==> src/rtl/int2fp_pkg.sv <==
package int2fp_pkg;
  localparam int SRC_W    = 64;
  localparam int EXP_W    = 11;
  localparam int FRAC_W   = 52;
  localparam int EXP_BIAS = 1023;
  localparam int SGL_KEEP = 24;
  localparam int DBL_KEEP = 53;
  localparam int CLS_W    = 5;
  localparam int CNT_W    = $clog2(SRC_W);

  typedef enum logic [1:0] {
    SRC_S32 = 2'd0,
    SRC_U32 = 2'd1,
    SRC_S64 = 2'd2,
    SRC_U64 = 2'd3
  } srcKind_e;

  typedef enum logic [1:0] {
    RND_NEAR_EVEN = 2'd0,
    RND_ZERO      = 2'd1,
    RND_UP        = 2'd2,
    RND_DOWN      = 2'd3
  } rndMode_e;

  localparam logic [CLS_W-1:0] CLS_POS_NORM = 5'b00100;
  localparam logic [CLS_W-1:0] CLS_NEG_NORM = 5'b01000;
  localparam logic [CLS_W-1:0] CLS_POS_ZERO = 5'b00010;

  // Strobes from control to datapath
  typedef struct packed {
    logic capture;     // load result registers this edge
    logic pickDouble;  // select 53-bit rounder
    logic signedSrc;   // operand is two's complement
    logic narrowSrc;   // only low 32 bits are meaningful
  } ctrlStrobe_t;
endpackage

==> src/rtl/int2fp_ctrl.sv <==
module int2fp_ctrl
  import int2fp_pkg::*;
(
  input  logic        clk,
  input  logic        rstN,
  input  logic        inValid,
  input  logic [1:0]  srcType,
  input  logic        roundSingle,
  output ctrlStrobe_t strobe,
  output logic        outValid
);
  srcKind_e kind;

  always_comb begin
    kind              = srcKind_e'(srcType);
    strobe.capture    = inValid;
    strobe.pickDouble = ~roundSingle;
    strobe.signedSrc  = (kind == SRC_S32) || (kind == SRC_S64);
    strobe.narrowSrc  = (kind == SRC_S32) || (kind == SRC_U32);
  end

  always_ff @(posedge clk or negedge rstN) begin
    if (!rstN) outValid <= 1'b0;
    else       outValid <= inValid;
  end
endmodule

==> src/rtl/int2fp_lzc.sv <==
module int2fp_lzc #(
  parameter int W  = 64,
  parameter int CW = $clog2(W)
) (
  input  logic [W-1:0]  vecIn,
  output logic [CW-1:0] zeroCount
);
  // Highest set bit wins; all-zero input yields 0 (caller handles zero)
  always_comb begin
    zeroCount = '0;
    for (int i = 0; i < W; i++) begin
      if (vecIn[i]) zeroCount = CW'(W - 1 - i);
    end
  end
endmodule

==> src/rtl/int2fp_rounder.sv <==
module int2fp_rounder
  import int2fp_pkg::*;
#(
  parameter int W     = 64,  // width of normalised value incl. leading one
  parameter int KEEP  = 53,  // significant bits kept incl. leading one
  parameter int OUT_W = 52   // fraction field width of output format
) (
  input  logic [W-2:0]     belowLead,  // normalised value without its leading one
  input  logic             signIn,
  input  rndMode_e         mode,
  output logic [OUT_W-1:0] fracOut,
  output logic             carryOut,
  output logic             inexact,
  output logic             bumped
);
  localparam int DROP = W - KEEP;
  localparam int PAD  = OUT_W - (KEEP - 1);

  logic [KEEP-2:0] fracKept;
  logic            guardBit;
  logic            stickyBit;
  logic            inc;
  logic [KEEP-1:0] sum;

  assign fracKept  = belowLead[W-2 -: KEEP-1];
  assign guardBit  = belowLead[DROP-1];
  assign stickyBit = |belowLead[DROP-2:0];
  assign inexact   = guardBit | stickyBit;

  always_comb begin
    unique case (mode)
      RND_NEAR_EVEN: inc = guardBit & (stickyBit | fracKept[0]);
      RND_ZERO:      inc = 1'b0;
      RND_UP:        inc = ~signIn & inexact;
      RND_DOWN:      inc = signIn & inexact;
      default:       inc = 1'b0;
    endcase
  end

  // A carry out of the fraction leaves it all-zero: exactly the next power of two
  assign sum      = {1'b0, fracKept} + KEEP'(inc);
  assign carryOut = sum[KEEP-1];
  assign fracOut  = OUT_W'(sum[KEEP-2:0]) << PAD;
  assign bumped   = inc;
endmodule

==> src/rtl/int2fp_datapath.sv <==
module int2fp_datapath
  import int2fp_pkg::*;
(
  input  logic              clk,
  input  logic              rstN,
  input  ctrlStrobe_t       strobe,
  input  logic [SRC_W-1:0]  srcVal,
  input  logic [1:0]        rndMode,
  output logic [SRC_W-1:0]  result,
  output logic [CLS_W-1:0]  resClass,
  output logic              fracRounded,
  output logic              fracInexact,
  output logic              inexactReq
);
  localparam int NPREC = 2;

  logic [SRC_W-1:0] widened;
  logic             negIn;
  logic [SRC_W-1:0] magnitude;
  logic [CNT_W-1:0] lzCount;
  logic [SRC_W-1:0] normVal;
  logic             nonZero;
  rndMode_e         modeSel;

  logic [FRAC_W-1:0] fracP  [NPREC];
  logic              carryP [NPREC];
  logic              inexP  [NPREC];
  logic              bumpP  [NPREC];

  logic [FRAC_W-1:0] fracSel;
  logic              carrySel, inexSel, bumpSel;
  logic [EXP_W-1:0]  expBiased;
  logic [SRC_W-1:0]  resultNext;
  logic [CLS_W-1:0]  classNext;

  // Operand extraction: sign-extend or zero-extend the narrow forms
  always_comb begin
    if (strobe.narrowSrc)
      widened = {{(SRC_W-32){strobe.signedSrc & srcVal[31]}}, srcVal[31:0]};
    else
      widened = srcVal;
    negIn     = strobe.signedSrc & widened[SRC_W-1];
    magnitude = negIn ? (~widened + SRC_W'(1)) : widened;
    modeSel   = rndMode_e'(rndMode);
  end

  int2fp_lzc #(.W(SRC_W), .CW(CNT_W)) u_lzc (
    .vecIn     (magnitude),
    .zeroCount (lzCount)
  );

  assign normVal = magnitude << lzCount;
  assign nonZero = normVal[SRC_W-1];

  // One rounder per target precision; index 0 single, 1 double
  for (genvar p = 0; p < NPREC; p++) begin : g_prec
    localparam int K = (p == 0) ? SGL_KEEP : DBL_KEEP;
    int2fp_rounder #(.W(SRC_W), .KEEP(K), .OUT_W(FRAC_W)) u_rnd (
      .belowLead (normVal[SRC_W-2:0]),
      .signIn    (negIn),
      .mode      (modeSel),
      .fracOut   (fracP[p]),
      .carryOut  (carryP[p]),
      .inexact   (inexP[p]),
      .bumped    (bumpP[p])
    );
  end

  always_comb begin
    fracSel  = strobe.pickDouble ? fracP[1]  : fracP[0];
    carrySel = strobe.pickDouble ? carryP[1] : carryP[0];
    inexSel  = strobe.pickDouble ? inexP[1]  : inexP[0];
    bumpSel  = strobe.pickDouble ? bumpP[1]  : bumpP[0];
    expBiased = EXP_W'(EXP_BIAS + SRC_W - 1) - EXP_W'(lzCount) + EXP_W'(carrySel);
    if (nonZero) begin
      resultNext = {negIn, expBiased, fracSel};
      classNext  = negIn ? CLS_NEG_NORM : CLS_POS_NORM;
    end else begin
      resultNext = '0;
      classNext  = CLS_POS_ZERO;
    end
  end

  always_ff @(posedge clk or negedge rstN) begin
    if (!rstN) begin
      result      <= '0;
      resClass    <= '0;
      fracRounded <= 1'b0;
      fracInexact <= 1'b0;
      inexactReq  <= 1'b0;
    end else if (strobe.capture) begin
      result      <= resultNext;
      resClass    <= classNext;
      fracRounded <= nonZero & bumpSel;
      fracInexact <= nonZero & inexSel;
      inexactReq  <= nonZero & inexSel;
    end
  end
endmodule

==> src/rtl/int2fp_conv.sv <==
module int2fp_conv
  import int2fp_pkg::*;
(
  input  logic        clk,
  input  logic        rstN,
  input  logic        inValid,
  input  logic [63:0] srcVal,
  input  logic [1:0]  srcType,
  input  logic        roundSingle,
  input  logic [1:0]  rndMode,
  output logic        outValid,
  output logic [63:0] result,
  output logic [4:0]  resClass,
  output logic        fracRounded,
  output logic        fracInexact,
  output logic        inexactReq
);
  ctrlStrobe_t strobe;

  int2fp_ctrl u_ctrl (
    .clk         (clk),
    .rstN        (rstN),
    .inValid     (inValid),
    .srcType     (srcType),
    .roundSingle (roundSingle),
    .strobe      (strobe),
    .outValid    (outValid)
  );

  int2fp_datapath u_dp (
    .clk         (clk),
    .rstN        (rstN),
    .strobe      (strobe),
    .srcVal      (srcVal),
    .rndMode     (rndMode),
    .result      (result),
    .resClass    (resClass),
    .fracRounded (fracRounded),
    .fracInexact (fracInexact),
    .inexactReq  (inexactReq)
  );
endmodule

==> config.mk <==
export PLATFORM = sky130hd
export DESIGN_NAME = int2fp_conv
export DESIGN_NICKNAME = d
export VERILOG_FILES = /design/src/rtl/int2fp_pkg.sv /design/src/rtl/int2fp_ctrl.sv /design/src/rtl/int2fp_lzc.sv /design/src/rtl/int2fp_rounder.sv /design/src/rtl/int2fp_datapath.sv /design/src/rtl/int2fp_conv.sv
export SDC_FILE = /design/constraint.sdc
export NUM_CORES = 1
export LEC_CHECK = 0
export ABC_AREA = 1
export BUFFER_PORTS_ARGS = -buffer_cell sky130_fd_sc_hd__buf_2
export CAP_MARGIN = 20
export CORE_UTILIZATION = 40
export CTS_CLUSTER_SIZE = 30
export DETAILED_ROUTE_END_ITERATION = 6
export GPL_TIMING_DRIVEN = 0
export HOLD_SLACK_MARGIN = 0.02
export PLACE_DENSITY = 0.7
export SYNTH_ARGS = -nofsm -noshare
export SYNTH_HDL_FRONTEND = slang
export SYNTH_SLANG_ARGS = --single-unit
export TNS_END_PERCENT = 1
==> constraint.sdc <==
create_clock -name clk -period 0.8 [get_ports clk]
set_clock_uncertainty 0.05 [all_clocks]
set_input_delay 0.08 -clock clk [delete_from_list [all_inputs] [get_ports clk]]
set_output_delay 0.08 -clock clk [all_outputs]
set_load 0.05 [all_outputs]
== Word-level counts from Yosys, hierarchy flattened ==
Cells that the tools add are included.
Word-level totals
  word-level logic and storage cells: 113
  register bits: 72
  output and inout bits: 73
  memories kept: 0
  bits in latches: 0
  memory bits (read-only): 0
  bits in writable memories: 0
Operators by class
  $mul: 0
  div/mod/pow operators: 0
  add/subtract/negate cells: 5
  shift-type cells: 1
  reductions and logical operators: 6
  muxes and demuxes: 75
  bitwise operators: 16
  order comparisons: 0
  eq/ne operators: 5
Operators with widths (count)
  2-to-1 mux 6 bit: 64
  2-to-1 mux 64 bit: 3
  adder 64 x 1 -> 64 bit, second input constant: 1
  NOT 64 bit: 1
  left shift 64 x 6 -> 64 bit: 1
  adder 52 x 1 -> 53 bit: 1
  2-to-1 mux 52 bit: 1
  OR reduction 39 bit: 1
  adder 23 x 1 -> 24 bit: 1
  adder 11 x 1 -> 11 bit: 1
  subtractor 11 x 6 -> 11 bit, first input constant: 1
  AND 1 bit: 10
  OR reduction 10 bit: 1
  case mux 1 bit (4 select lines): 2
  equality test 2 bit, second input constant: 3
  2-to-1 mux 5 bit: 1
  equality test 2 x 1 -> 1 bit, second input constant: 2
  zero test 2 bit: 2
  2-to-1 mux 4 bit: 1
  OR 1 bit: 4
  2-to-1 mux 1 bit: 3
  logical OR 1 bit: 2
  NOT 1 bit: 1

== Depth between registers and ports, before layout ==
Gate-level depths: netlist of the first run.
  depth after elaboration: 80
  gate-level depth with buffers: 95

== Cells and area by module ==
Synthesis of the first run repeated with hierarchy kept, for this count alone.
Unflattened totals
  cell total of the unflattened synthesis: 2728
  area, all modules: 14282.4 µm²
By module, submodules not included
  int2fp_datapath: area each 10298.6 µm², instances 1, cells each 2002
  int2fp_rounder at u_dp.g_prec[1].u_rnd: area each 1711.6 µm², instances 1, cells each 336
  int2fp_lzc: area each 1249.9 µm², instances 1, cells each 221
  int2fp_rounder at u_dp.g_prec[0].u_rnd: area each 978.4 µm², instances 1, cells each 164
  int2fp_ctrl: area each 43.8 µm², instances 1, cells each 5

== Least setup slack after synthesis of the first run ==
Ideal clock, no wire load.
  path type: input to register
  start point: input srcVal[0]
  end point: register u_dp.result[62]
  setup slack: -6.222 ns
  arrival: 6.836 ns
  path buffers: 4
  required time: 0.614 ns
  cell stages on the path: 55
  cells stage by stage: inv_2 ha_1 nand3_1 nor2_2 inv_2 nor3_2 nand4_1 nor2_1 nand4_1 nor3_2 inv_2 nor2_2 nand2_1 nor2_2 inv_2 or4_1 inv_1 nand3_2 (+19 left out) o21ai_0 nand2_1 nand2_1 ha_1 ha_1 nand2_1 nor2_2 nand3_2 nor2_4 nand3_1 nand2_1 buf_6 nand4_1 ha_1 ha_1 inv_1 nor4_1 o21ai_0
On the way
  longest elaborated chain between the ends: 77
RTL lines
  start, declared: RTL line int2fp_conv.sv:7  | input logic [63:0] srcVal,
  2-to-1 mux 64 bit (*): RTL line int2fp_datapath.sv:38  | if (strobe.narrowSrc)
  NOT 64 bit: RTL line int2fp_datapath.sv:43  | magnitude = negIn ? (~widened + SRC_W'(1)) : widened;
  adder 64 x 1 -> 64 bit: RTL line int2fp_datapath.sv:43
  2-to-1 mux 64 bit (*): RTL line int2fp_datapath.sv:43
  2-to-1 mux 6 bit (64 in a row): RTL line int2fp_lzc.sv:12  | if (vecIn[i]) zeroCount = CW'(W - 1 - i);
  left shift 64 x 6 -> 64 bit: RTL line int2fp_datapath.sv:52  | assign normVal = magnitude << lzCount;
  OR reduction 10 bit or OR reduction 39 bit (tied branches): RTL line int2fp_rounder.sv:27  | assign stickyBit = |belowLead[DROP-2:0];
  OR 1 bit (on tied branches): RTL line int2fp_rounder.sv:28, int2fp_rounder.sv:32
  AND 1 bit (on tied branches): RTL line int2fp_rounder.sv:35, int2fp_rounder.sv:32, int2fp_rounder.sv:34
  case mux 1 bit (4 select lines): RTL line int2fp_rounder.sv:31  | unique case (mode)
  adder 52 x 1 -> 53 bit or adder 23 x 1 -> 24 bit (tied branches): RTL line int2fp_rounder.sv:41  | assign sum = {1'b0, fracKept} + KEEP'(inc);
  2-to-1 mux 1 bit: RTL line int2fp_datapath.sv:71  | carrySel = strobe.pickDouble ? carryP[1] : carryP[0];
  adder 11 x 1 -> 11 bit: RTL line int2fp_datapath.sv:74  | expBiased = EXP_W'(EXP_BIAS + SRC_W - 1) - EXP_W'(lzCount) + EXP_W'(carrySel);
  2-to-1 mux 64 bit (*): RTL line int2fp_datapath.sv:75  | if (nonZero) begin
  end signal, assigned: RTL line int2fp_datapath.sv:92  | result <= resultNext;
  end, declared: RTL line int2fp_datapath.sv:9  | output logic [SRC_W-1:0] result,
Mark *: on every way between the ends. The rest lies on a longest branch, timed or not.
A chain may end at the register's enable or synchronous reset.

== Worst setup path in the final report of the first run ==
  start point: input srcVal[1]
  end point: register u_dp.fracInexact
On the way
  longest elaborated chain between the ends: 72
RTL lines
  2-to-1 mux 64 bit (*): RTL line int2fp_datapath.sv:38
  NOT 64 bit: RTL line int2fp_datapath.sv:43
  adder 64 x 1 -> 64 bit: RTL line int2fp_datapath.sv:43
  2-to-1 mux 64 bit (*): RTL line int2fp_datapath.sv:43
  2-to-1 mux 6 bit (63 in a row): RTL line int2fp_lzc.sv:12
  left shift 64 x 6 -> 64 bit (*): RTL line int2fp_datapath.sv:52
  OR reduction 39 bit or OR reduction 10 bit (tied branches): RTL line int2fp_rounder.sv:27
  OR 1 bit: RTL line int2fp_rounder.sv:28  | assign inexact = guardBit | stickyBit;
  2-to-1 mux 1 bit: RTL line int2fp_datapath.sv:72  | inexSel = strobe.pickDouble ? inexP[1] : inexP[0];
  AND 1 bit (*): RTL line int2fp_datapath.sv:95  | fracInexact <= nonZero & inexSel;
  end signal, assigned: RTL line int2fp_datapath.sv:95
  end, declared: RTL line int2fp_datapath.sv:12  | output logic fracInexact,
Marks and branches as above.

==> results.sh, run 1 <==
export IMPL_drc_errors=0
export IMPL_critPathLaunch="srcVal[1]"
export IMPL_p_clk_frac=0.105
export IMPL_register_area_sq_um=1730
export IMPL_worst_r2r_setup_slack_ps=-20
export IMPL_slew_headroom=0.393
export IMPL_tns_ps=-443390
export IMPL_yosys_cell_types_count=55
export IMPL_switching_share=0.584
export IMPL_start_util=0.412
export IMPL_synth_area_leaders="nand2_1, nand3_1, dfrtp_1, inv_1, nor2_1"
export IMPL_fmax_mhz=128
export IMPL_via_per_inst=5.77
export IMPL_tightest_slew_ps=910
export IMPL_status="complete, but fails checks"
export IMPL_multi_input_area_sq_um=9900
export IMPL_track_usage=0.353
export IMPL_critPathRequiredTime_ps=970
export IMPL_start_kind="input port"
export IMPL_combPwrFrac=0.766
export IMPL_cp_slowest_cell="or4_4"
export IMPL_crit_path_frequent_cell="buf_4"
export IMPL_grt_remaining_overflow=0
export IMPL_maxCapViolCount=0
export IMPL_firstDrtPassIters=6
export IMPL_min_path_type="input port to asynchronous set/reset pin"
export IMPL_finalCriticalPeriod_ps=7800
export IMPL_place_congestion=1.02
export IMPL_ys_ff_latch=69
export IMPL_synth_warnings=0
export IMPL_cts_tree="done"
export IMPL_p_per_area_nw_per_um2=2500
export IMPL_insertedDiodeCount=0
export IMPL_antenna_found_initial=0
export IMPL_whs_ps=-213
export IMPL_clockBufferDepth=2
export IMPL_yosys_area_top_type="nand2_1"
export IMPL_p_sw_w=0.0231
export IMPL_synth_edf_count=0
export IMPL_port_buffers=142
export IMPL_synthFlopType="dfrtp_1"
export IMPL_place_hpwl_mm=44.6
export IMPL_cts_hold_buf=1
export IMPL_path_buf_inv=29
export IMPL_seq_area_frac_synth=0.144
export IMPL_core_area_sq_um=29100
export IMPL_ir_drop_v=0.00114
export IMPL_vias=16400
export IMPL_grt_pass1_wl_mm=84.3
export IMPL_nNetsFinal=2541
export IMPL_clockRootBuffer="clkbuf_16"
export IMPL_crit_arrival_ps=7980
export IMPL_dp_slack_ps=-8050
export IMPL_grt_pass1_vias=15400
export IMPL_grt_max_degree=70
export IMPL_post_synth_cell_area_avg_sq_um=5.36
export IMPL_clkTransAtPathRegs_ps=60
export IMPL_yosysMostFrequentCell="nand2_1"
export IMPL_p_int_w=0.0164
export IMPL_fin_crit_sh=9.76
export IMPL_fp_dieW_microns=175
export IMPL_fill_cells=3074
export IMPL_ios=145
export IMPL_die_height_microns=175
export IMPL_crit_path_end_kind="flip-flop"
export IMPL_die_area_sq_um=30600
export IMPL_rows=62
export IMPL_drive_gt1_frac=0.234
export IMPL_clk_insertion_delay_late_ps=340
export IMPL_yosys_top_cells_count="nand2_1, nand3_1, inv_1"
export IMPL_yosysTopAreaCellShare=0.237
export IMPL_rr_startpoint="u_dp.fracRounded"
export IMPL_violations="hold timing, setup timing"
export IMPL_finalSetupViolCount=139
export IMPL_crit_type="input port to flip-flop"
export IMPL_cts_buffers=9
export IMPL_rsz0062_at_grt="true"
export IMPL_critPathTopFamily="buffers and inverters"
export IMPL_power_leakage_nw=7.93
export IMPL_wirelength_mm=55.9
export IMPL_areaGrowthSynthToFinish_pct=31.7
export IMPL_slew_violations=0
export IMPL_synthArstFlopShare=1.00
export IMPL_critPathMaxFanout=10
export IMPL_h_tree_depth=3
export IMPL_drt_first_iter_violations=1848
export IMPL_cts_sinks=69
export IMPL_ant_nets=0
export IMPL_max_stage_delay_ps=480
export IMPL_hold_violations=69
export IMPL_power_frac_seq=0.129
export IMPL_syn_area_sq_um=12000
export IMPL_setup_slack_ps=-7000
export IMPL_routedWlPerCell_microns=19.6
export IMPL_synth_cells=2236
[state kept, by name, indices dropped and copies added, names as in the netlist]
name and cells:
u_dp.fracInexact 1, u_dp.fracRounded 1, u_ctrl.outValid 1, u_dp.resClass 3, u_dp.result 63
[placed cells by master, fill, tap and decap left out, types with 40 or more instances in the layout]
cell,Yosys,layout
nand4_1,40,40
nand3_2,12,57
o21ai_1,30,41
nand2_2,18,49
nor2_1,158,141
buf_6,11,90
buf_4,10,86
inv_1,182,167
o21ai_0,64,47
buf_2,41,101
xor2_1,64,51
nand3_1,547,485
dfrtp_1,69,69
nand2_1,757,707
[per-stage QoR]
step,util,cells,instance area [sq um],total power (W)
after global placement,0.457,2763,13300,0.0303
after CTS,0.519,2826,15100,0.0374
after detailed placement,0.457,2763,13300,0.0303
final,0.542,2851,15800,0.0395
after floorplan,-,2237,12100,0.0230
after global routing,0.542,2851,15800,0.0419
[timing repair]
item	in CTS	in global routing
gates resized for setup	321	112
endpoints found under the hold margin	70	69
cloned	1	3
pin swaps	56	53
setup buffers	45	22
setup endpoints to repair	139	139
[cell type report]
| cell class | count | share of cell area |
|---|---|---|
| multi-input cells | 1851 | 0.628 |
| repair buffers | 214 | 0.116 |
| flip-flops and latches | 69 | 0.109 |
| inverters | 201 | 0.0492 |
| plain buffers | 116 | 0.0481 |
| well taps | 384 | 0.0305 |
| clock buffers | 9 | 0.0143 |
| clock inverters | 7 | 0.00468 |
[layer usage]
layer  global-route usage  wire [microns]  part of all wire  vias to the layer above
met4                0.111            1750             0.031                        0
met1                0.477           24100              0.43                     7685
li1                     -               -                 -                     7812
met3               0.0546            4980             0.089                      133
met5                    0               0                 0                        -
met2                0.574           25100              0.45                      814
[path summary, 6_finish.rpt]
check | end | cells past startpoint
setup / recovery | u_dp.fracInexact | 58
hold / removal | u_dp.result[11] | 1
setup reg to reg | u_dp.fracRounded | 2
hold reg to reg | u_dp.result[26] | 2
max in group asynchronous | u_dp.result[40] | 1
min in group clk | u_dp.result[25] | 4
[cell families after synthesis]
kind of cell               synth area share
buffers and inverters                 0.117
adders and majority gates           0.00731
xor gates and xnor gates             0.0546
AOI/OAI and AO/OA                    0.0733
DFF                                   0.144
muxes                              0.000836
other                              0.000313
and+or+nand+nor                       0.602
[power by group through the flow]
stage,registers (W),logic (W),clock network (W)
2_1_floorplan,0.00810,0.0149,0
3_3_place_gp,0.00488,0.0254,0
3_5_place_dp,0.00492,0.0254,0
4_1_cts,0.00509,0.0282,0.00414
5_1_grt,0.00520,0.0324,0.00430
6_report,0.00510,0.0302,0.00413
No activity file was read; power rests on OpenSTA's default activity.
==> run 2, diff against run 1 <==
--- a/config.mk
+++ b/config.mk
@@ -14,6 +14,7 @@
 export GPL_TIMING_DRIVEN = 0
 export HOLD_SLACK_MARGIN = 0.02
 export PLACE_DENSITY = 0.7
+export REMOVE_ABC_BUFFERS = 1
 export SYNTH_ARGS = -nofsm -noshare
 export SYNTH_HDL_FRONTEND = slang
 export SYNTH_SLANG_ARGS = --single-unit
==> results.sh, run 2 (synthesis gave the netlist of run 1 again) <==
export IMPL_status="complete, but fails checks"
export IMPL_violations="DRC, hold timing, setup timing"
export IMPL_use_met3=0.0533
export IMPL_grt_use_met1=0.409
export IMPL_max_flop_register="u_dp.result"
export IMPL_grt_max_degree=70
export IMPL_critPathRequiredTime_ps=970
export IMPL_nNetsFinal=2501
export IMPL_tightest_slew_ps=890
export IMPL_die_area_sq_um=30600
export IMPL_fin_crit_sh=9.48
export IMPL_largest_register_ffs=63
export IMPL_ios=145
export IMPL_maxCapViolCount=0
export IMPL_finalSetupViolCount=139
export IMPL_dp_cells=2659
export IMPL_fmax_mhz=132
export IMPL_clkTransAtPathRegs_ps=50
export IMPL_p_per_area_nw_per_um2=2460
export IMPL_top_usage_layer="met2"
export IMPL_drive_gt1_frac=0.235
export IMPL_cts_hold_buf=1
export IMPL_cts_sinks=69
export IMPL_rows=62
export IMPL_start_kind="input port"
export IMPL_final_common_cell="nand2_1"
export IMPL_areaGrowthSynthToFinish_pct=33.6
export IMPL_instances_no_fill=2811
export IMPL_vias=16500
export IMPL_p_clk_frac=0.103
export IMPL_h_tree_depth=3
export IMPL_met2_usage=0.512
export IMPL_finalCriticalPeriod_ps=7580
export IMPL_crit_path_end_kind="flip-flop"
export IMPL_start_util=0.412
export IMPL_clk_insertion_delay_late_ps=340
export IMPL_power_frac_seq=0.129
export IMPL_crit_path_frequent_cell="buf_4"
export IMPL_drt_first_iter_violations=2087
export IMPL_critPathMaxFanout=26
export IMPL_cts_tree="done"
export IMPL_track_usage=0.323
export IMPL_cts_buffers=9
export IMPL_min_path_type="input port to asynchronous set/reset pin"
export IMPL_combPwrFrac=0.767
export IMPL_clockRootBuffer="clkbuf_16"
export IMPL_register_area_sq_um=1730
export IMPL_grt_pass1_vias=15400
export IMPL_multi_input_area_sq_um=10100
export IMPL_firstDrtPassIters=7
export IMPL_core_area_sq_um=29100
export IMPL_clockBufferDepth=2
export IMPL_place_hpwl_mm=33.0
export IMPL_slew_headroom=0.402
export IMPL_insertedDiodeCount=0
export IMPL_tns_ps=-439880
export IMPL_setup_slack_ps=-6780
export IMPL_place_congestion=0.986
export IMPL_crit_type="input port to flip-flop"
export IMPL_die_height_microns=175
export IMPL_rsz0062_at_grt="true"
export IMPL_crit_arrival_ps=7750
export IMPL_ant_nets=0
export IMPL_max_stage_delay_ps=470
export IMPL_grt_remaining_overflow=0
export IMPL_p_sw_w=0.0227
export IMPL_fp_dieW_microns=175
export IMPL_grt_pass1_wl_mm=80.0
export IMPL_cp_slowest_cell="or4_4"
export IMPL_hold_violations=69
export IMPL_fill_cells=2905
export IMPL_p_int_w=0.0167
export IMPL_antenna_found_initial=0
export IMPL_final_cell_mix="nand2_1, nand3_1, inv_1, nor2_1, buf_4"
export IMPL_whs_ps=-201
export IMPL_via_per_inst=5.86
export IMPL_drc_errors=20
export IMPL_top_regs="u_dp.result (63), u_dp.resClass (3)"
export IMPL_wirelength_mm=50.0
export IMPL_switching_share=0.577
export IMPL_routedWlPerCell_microns=17.8
export IMPL_port_buffers=142
export IMPL_power_leakage_nw=7.96
export IMPL_ir_drop_v=0.00127
export IMPL_slew_violations=0
run 2: worst max-delay path: cells and delay by family:
| kind | cells | cell delay (ps) |
|---|---|---|
| compound gates | 4 | 510 |
| xor+xnor | 1 | 210 |
| fa+ha+maj | 1 | 150 |
| buf+inv | 24 | 2820 |
| simple gates | 24 | 3940 |
run 2: path summary, 6_finish.rpt:
check                                 start               end  slack [ps]  cells after the start
hold reg to reg             u_dp.result[27]   u_dp.result[27]         450                      2
min in group clk                    inValid   u_dp.result[39]         120                      3
setup / recovery                  srcVal[0]  u_dp.fracInexact       -6780                     54
max in group asynchronous              rstN   u_dp.result[42]         330                      1
hold / removal                         rstN   u_dp.result[11]        -200                      1
setup reg to reg           u_dp.fracRounded  u_dp.fracRounded         -20                      2
run 2: through the flow:
stage                util  hold slack [ps]  power (W)  area (sq um)  worst slack [ps]
floorplan               -             -266     0.0220         11300             -9740
global placement    0.431              341     0.0282         12500            -14060
detailed placement  0.440              192     0.0285         12800             -9790
CTS                 0.543             -169     0.0382         15800             -6390
global route        0.550             -121     0.0420         16000             -7480
finish              0.550             -201     0.0394         16000             -6780
run 2: area by class of cell:
cell class | instances | share of cell area
timing repair buffer | 270 | 0.162
clock buffer | 11 | 0.0152
inverter | 201 | 0.0516
multi-input combinational | 1869 | 0.629
timing repair inverter | 2 | 0.00109
sequential | 69 | 0.108
clock inverter | 5 | 0.00367
tap | 384 | 0.0300
run 2: layer usage:
layer | up-vias | share of wire
met2 | 1032 | 0.44
li1 | 7746 | -
met4 | 0 | 0.068
met3 | 270 | 0.097
met5 | - | 0
met1 | 7425 | 0.40
run 2: repair_timing:
action / CTS / global route
pin swaps: 77 / 9
gates resized for setup: 385 / 34
cloned: 26 / 1
setup buffers: 103 / 5
endpoints found under the hold margin: 70 / 69
setup endpoints to repair: 139 / 140
run 2: power groups by stage:
stage | clock network, W | logic [W] | registers (W)
after CTS | 0.00414 | 0.0289 | 0.00510
after floorplan | 0 | 0.0138 | 0.00813
after global routing | 0.00429 | 0.0325 | 0.00519
final | 0.00408 | 0.0302 | 0.00509
after detailed placement | 0 | 0.0236 | 0.00493
after global placement | 0 | 0.0233 | 0.00490
